===== src/rtl/csd_pkg.sv =====
package csd_pkg;

    localparam int unsigned DEF_OPD_W = 16;

    typedef struct packed {
        logic carry;
        logic ovf;
    } csd_flags_t;

endpackage


===== src/rtl/csd_step_alu.sv =====
module csd_step_alu
    import csd_pkg::*;
#(
    parameter int unsigned OPD_W = DEF_OPD_W,
    localparam int unsigned ACC_W = 2 * OPD_W
) (
    input  logic [ACC_W-1:0] acc_i,
    input  logic [OPD_W-1:0] dvsr_i,
    output logic [ACC_W-1:0] acc_nx_o,
    output csd_flags_t       flags_o
);

    logic [ACC_W:0]   diff;
    logic             no_borrow;
    logic [ACC_W-1:0] shift_src;

    always_comb begin
        // divisor aligned at bit OPD_W-1, register sign-extended by one bit
        diff      = {acc_i[ACC_W-1], acc_i} - {1'b0, dvsr_i, {(OPD_W-1){1'b0}}};
        no_borrow = ~diff[ACC_W];
        shift_src = no_borrow ? diff[ACC_W-1:0] : acc_i;
        acc_nx_o  = {shift_src[ACC_W-2:0], no_borrow};
        flags_o.carry = no_borrow;
        flags_o.ovf   = shift_src[ACC_W-1] ^ shift_src[ACC_W-2];
    end

endmodule


===== src/rtl/csd_seq_ctrl.sv =====
module csd_seq_ctrl #(
    parameter int unsigned CNT_W     = 5,
    parameter int unsigned MAX_STEPS = 16
) (
    input  logic             clk,
    input  logic             rst,
    input  logic             start_i,
    input  logic             step_mode_i,
    input  logic             step_i,
    input  logic [CNT_W-1:0] count_i,
    output logic             busy_o,
    output logic             done_o,
    output logic             load_o,
    output logic             fire_o
);

    localparam logic [CNT_W-1:0] MAX_CNT = CNT_W'(MAX_STEPS);

    logic [CNT_W-1:0] left_q;
    logic [CNT_W-1:0] count_lim;
    logic             mode_q;

    generate
        if (MAX_STEPS >= (1 << CNT_W) - 1) begin : g_no_clamp
            assign count_lim = count_i;
        end else begin : g_clamp
            assign count_lim = (count_i > MAX_CNT) ? MAX_CNT : count_i;
        end
    endgenerate

    assign load_o = start_i & ~busy_o;
    assign fire_o = busy_o & (~mode_q | step_i);

    always_ff @(posedge clk) begin
        if (rst) begin
            busy_o <= 1'b0;
            done_o <= 1'b0;
            left_q <= '0;
            mode_q <= 1'b0;
        end else begin
            done_o <= 1'b0;
            if (load_o) begin
                left_q <= count_lim;
                mode_q <= step_mode_i;
                busy_o <= (count_lim != '0);
                done_o <= (count_lim == '0);
            end else if (fire_o) begin
                left_q <= left_q - CNT_W'(1);
                if (left_q == CNT_W'(1)) begin
                    busy_o <= 1'b0;
                    done_o <= 1'b1;
                end
            end
        end
    end

    // completion is a single-cycle pulse
    a_r4_done_pulse: assert property (@(posedge clk) disable iff (rst)
        done_o |=> !done_o);

    // never busy and done together
    a_r4_busy_done_excl: assert property (@(posedge clk) disable iff (rst)
        !(busy_o && done_o));

    // each fired step consumes one count
    a_r3_count_step: assert property (@(posedge clk) disable iff (rst)
        fire_o |=> left_q == $past(left_q) - CNT_W'(1));

    // a start during a run neither reloads nor ends it
    a_r8_start_ignored: assert property (@(posedge clk) disable iff (rst)
        (busy_o && start_i && !fire_o) |=> (busy_o && $stable(left_q)));

    // single-step operation waits for a step request
    a_r11_wait_step: assert property (@(posedge clk) disable iff (rst)
        (busy_o && mode_q && !step_i) |=> (busy_o && $stable(left_q)));

endmodule


===== src/rtl/csd_divider.sv =====
module csd_divider
    import csd_pkg::*;
#(
    parameter int unsigned OPD_W     = DEF_OPD_W,
    parameter int unsigned MAX_STEPS = OPD_W,
    localparam int unsigned ACC_W    = 2 * OPD_W,
    localparam int unsigned CNT_W    = $clog2(MAX_STEPS + 1)
) (
    input  logic             clk,
    input  logic             rst,
    input  logic             start_i,
    input  logic             step_mode_i,
    input  logic             step_i,
    input  logic [OPD_W-1:0] dividend_i,
    input  logic [OPD_W-1:0] divisor_i,
    input  logic [CNT_W-1:0] count_i,
    output logic             busy_o,
    output logic             done_o,
    output logic [OPD_W-1:0] quot_o,
    output logic [OPD_W-1:0] rem_o,
    output logic             carry_o,
    output logic             ovf_o
);

    logic [ACC_W-1:0] acc_q;
    logic [ACC_W-1:0] acc_nx;
    logic [OPD_W-1:0] dvsr_q;
    csd_flags_t       flags_q;
    csd_flags_t       flags_nx;
    logic             load;
    logic             fire;

    csd_seq_ctrl #(
        .CNT_W     (CNT_W),
        .MAX_STEPS (MAX_STEPS)
    ) u_ctrl (
        .clk         (clk),
        .rst         (rst),
        .start_i     (start_i),
        .step_mode_i (step_mode_i),
        .step_i      (step_i),
        .count_i     (count_i),
        .busy_o      (busy_o),
        .done_o      (done_o),
        .load_o      (load),
        .fire_o      (fire)
    );

    csd_step_alu #(
        .OPD_W (OPD_W)
    ) u_alu (
        .acc_i    (acc_q),
        .dvsr_i   (dvsr_q),
        .acc_nx_o (acc_nx),
        .flags_o  (flags_nx)
    );

    always_ff @(posedge clk) begin
        if (rst) begin
            acc_q   <= '0;
            dvsr_q  <= '0;
            flags_q <= '0;
        end else if (load) begin
            acc_q  <= {{OPD_W{1'b0}}, dividend_i};
            dvsr_q <= divisor_i;
        end else if (fire) begin
            acc_q   <= acc_nx;
            flags_q <= flags_nx;
        end
    end

    assign quot_o  = acc_q[OPD_W-1:0];
    assign rem_o   = acc_q[ACC_W-1:OPD_W];
    assign carry_o = flags_q.carry;
    assign ovf_o   = flags_q.ovf;

    // a taken start clears the upper half and loads the dividend below
    a_r2_load: assert property (@(posedge clk) disable iff (rst)
        load |=> (rem_o == '0 && quot_o == $past(dividend_i)));

    // the inserted quotient bit matches the no-borrow flag
    a_r9_carry_bit: assert property (@(posedge clk) disable iff (rst)
        fire |=> acc_q[0] == carry_o);

    // register holds while a run waits for its next step
    a_r11_acc_hold: assert property (@(posedge clk) disable iff (rst)
        (busy_o && !fire) |=> $stable(acc_q));

    // flags change only on a fired step
    a_r10_flags_hold: assert property (@(posedge clk) disable iff (rst)
        !fire |=> $stable(flags_q));

endmodule


===== config.mk =====
export PLATFORM = sky130hd
export DESIGN_NAME = csd_divider
export DESIGN_NICKNAME = d
export VERILOG_FILES = /design/src/rtl/csd_pkg.sv /design/src/rtl/csd_step_alu.sv /design/src/rtl/csd_seq_ctrl.sv /design/src/rtl/csd_divider.sv
export SDC_FILE = /design/constraint.sdc
export NUM_CORES = 1
export LEC_CHECK = 0
export ABC_CLOCK_PERIOD_IN_PS = 3800
export BUFFER_PORTS_ARGS = -buffer_cell sky130_fd_sc_hd__buf_4
export CAP_MARGIN = 20
export CORE_ASPECT_RATIO = 0.6
export CORE_UTILIZATION = 50
export DETAILED_ROUTE_END_ITERATION = 10
export GPL_TIMING_DRIVEN = 0
export PLACE_DENSITY = 0.74
export RECOVER_POWER = 100
export SYNTH_ARGS = -nofsm -noshare
export SYNTH_HDL_FRONTEND = slang
export SYNTH_HIERARCHICAL = 1
export SYNTH_SLANG_ARGS = --single-unit
export TNS_END_PERCENT = 20

===== constraint.sdc =====
create_clock -name clk -period 3.8 [get_ports clk]
set_input_delay 0 -clock clk [delete_from_list [all_inputs] [get_ports clk]]
set_output_delay 0 -clock clk [all_outputs]
set_load 0.01 [all_outputs]

==> results.sh <==
export IMPL_multi_input_area_um2=2120
export IMPL_fin_cells=643
export IMPL_slew_viol_final=0
export IMPL_finalCriticalPeriod_ps=3000
export IMPL_syn_avg_cell_area_um2=9.10
export IMPL_cap_violations=0
export IMPL_relSlewSlack_pct=45.9
export IMPL_setup_slack_ps=802
export IMPL_min_from="rst"
export IMPL_totalPowerFinal_mw=2.19
export IMPL_grt_pass1_vias=3209
export IMPL_clock_latency_ps=330
export IMPL_synthFlopType="dfxtp_1"
export IMPL_worstSetupEndpointType="flop"
export IMPL_yosys_area_top_type_share_pct=31.0
export IMPL_num_antenna_cells=0
export IMPL_arrival_ps=3200
export IMPL_boundaryPins=78
export IMPL_fmax_mhz=334
export IMPL_critPathLaunchType="flop"
export IMPL_fill_cells=630
export IMPL_antenna_found_initial=0
export IMPL_numPortBuffers=76
export IMPL_rsz0062_at_grt="false"
export IMPL_worstHoldPathType="in -> reg"
export IMPL_period_share_pct=78.9
export IMPL_finalWirelength_um=9390
export IMPL_placed_area_um2=4450
export IMPL_setup_violations=0
export IMPL_overflow=0
export IMPL_h_tree_depth=3
export IMPL_final_common_cell="nor2_1"
export IMPL_grt_max_degree=11
export IMPL_finalHoldWorstSlack_ps=22.4
export IMPL_first_pass_iters=4
export IMPL_dp_cells=592
export IMPL_crit_start="dvsr_q[8]$_SDFFE_PP0P_"
export IMPL_ir_drop_mv=0.295
export IMPL_final_cell_mix="66 x nor2_1, 58 x dfxtp_1, 56 x buf_4"
export IMPL_drt_iter0_drc=120
export IMPL_yosysTopAreaCell="dfxtp_1"
export IMPL_ant_nets=0
export IMPL_crit_required_ps=4000
export IMPL_core_um2=7270
export IMPL_die_x_um=114
export IMPL_grt_pass1_wl_um=15300
export IMPL_async_reset_ff_share_pct=0
export IMPL_rows=24
export IMPL_cp_max_fo=10
export IMPL_clockRootBuffer="clkbuf_16"
export IMPL_design_area_um2=4880
export IMPL_drive_gt1_share_pct=19.9
export IMPL_hpwl_um=6640
export IMPL_fin_nets=596
export IMPL_synthesis_nets=473
export IMPL_pwr_share_comb_pct=31.0
export IMPL_fin_worst_skew_ps=4.59
export IMPL_cts_reportedPaths_clkPinSlew_ps=50
export IMPL_ff_latch_area_um2=1160
export IMPL_ys_top_cells_by_area="dfxtp_1 31%, mux2i_1 13%, nor2_1 6.6%"
export IMPL_syn_area_um2=3750
export IMPL_yosysWarnings=6
export IMPL_clk_path_buf_depth=2
export IMPL_via_per_inst=5.05
export IMPL_fin_tns_setup_ps=0
export IMPL_p_leak_nw=2.15
export IMPL_vias=3246
export IMPL_drc=0
export IMPL_switchingPower_mw=0.657
export IMPL_switching_share_pct=29.9
export IMPL_syn_inst=412
export IMPL_tightest_slew_ps=812
export IMPL_p_int_mw=1.54
export IMPL_cts_resized=0
export IMPL_final_util_pct=67.1
export IMPL_synth_seq_area_share_pct=31.0
export IMPL_pre_cts_ws_ps=1140
export IMPL_synthDistinctLibCells=60
export IMPL_p_seq_share_pct=31.3
export IMPL_synthToLayoutAreaGrowth_pct=30.2
export IMPL_power_density_nw_per_um2=450
export IMPL_ys_ff_latch=58
export IMPL_dieArea_um2=7860
export IMPL_clkPwrFrac_pct=37.7
export IMPL_reg2reg_from="dvsr_q[8]$_SDFFE_PP0P_"
export IMPL_crit_type="reg -> reg"
export IMPL_run_status="completed"
export IMPL_initial_core_util_pct=51.6
export IMPL_synth_edf_count=0
export IMPL_cts_made_buffers=9
export IMPL_wl_per_cell_um=14.6
export IMPL_cts_sinks=58
export IMPL_cts_tree="built"
export IMPL_routabilityCongestion=0.895
export IMPL_hold_viol=0
export IMPL_die_h_um=69.1
export IMPL_grt_use_total_pct=25.3
==> what timing repair did <==
item,CTS,global route
endpoints found under the hold margin,35,0
setup buffers,0,0
hold buffers,36,0
==> path summary, 6_finish.rpt <==
path	slack, ps	end	depth (start not counted)
setup / recovery	800	acc_q[0]$_SDFFE_PP0P_	13
hold / removal	20	u_ctrl/done_o$_SDFF_PP0_	2
setup reg to reg	800	acc_q[0]$_SDFFE_PP0P_	13
hold reg to reg	470	u_ctrl/mode_q$_SDFFE_PP0P_	2
==> synthesized netlist by cell type (2+ instances only) <==
cell type  number
nor3_1          5
a211o_1         2
nand2b_1        4
xnor2_1         6
mux2_4         12
or2_2           3
nor2b_1         3
nor2_1         66
o21ai_1         7
a21oi_1        17
mux2_2          4
buf_2           2
a211oi_1        2
clkbuf_1        3
o31ai_1         3
mux2i_1        50
and3_1          3
inv_1          26
o21ai_2        13
o21bai_1        2
xor2_1         10
ha_1           18
buf_6           8
nand2_1        25
dfxtp_1        58
o21ai_0         3
buf_4          19
and2b_1         2
a21o_1          5
==> power groups by stage <==
stage,clock (mW),sequential [mW],combinational (mW)
3_3_place_gp,0,0.698,0.696
5_1_grt,0.872,0.693,0.741
3_5_place_dp,0,0.700,0.711
4_1_cts,0.844,0.688,0.747
2_1_floorplan,0,0.702,0.531
6_report,0.827,0.688,0.679
==> layer usage <==
layer	vias to the layer above	routed length, um	part of all wire (%)	global-route usage, %
li1	1630	-	-	-
met1	1510	4440	47	33.1
met2	92	4160	44	39.4
met3	14	651	6.9	7.48
met4	0	127	1.4	9.36
met5	-	0	0	0
==> worst max-delay path: stages, from the launching register on <==
cell and delay, ps:
dfxtp_1 330, inv_1 50, ha_1 340, a21o_1 230
a21o_1 220, nor3_1 220, a211o_1 210, a21o_4 170
clkbuf_1 410, inv_1 120, clkbuf_4 150, mux2_2 250
mux2i_1 120, nor2_1 50
==> cell families after synthesis <==
logic type,share of synthesized area [%]
mux,19.4
buf+inv,10.5
fa+ha+maj,6.54
xor+xnor,3.74
compound gates,13.6
flops,31.0
simple gates,15.2
==> area by class of cell <==
class	instances	area share, %
multi-input combinational	292	43.5
sequential	58	23.8
timing repair buffer	112	16.3
clock buffer	13	5.54
buffer	35	5.36
tap	104	2.67
inverter	27	2.08
clock inverter	2	0.718
==> flip-flops by register name (all words and copies together) (netlist names) <==
register and cells:
acc_q 32, carry_o 1, dvsr_q 16, ovf_o 1
u_ctrl/busy_o 1, u_ctrl/done_o 1, u_ctrl/left_q 5, u_ctrl/mode_q 1
Power figures use the tool's default switching activity.
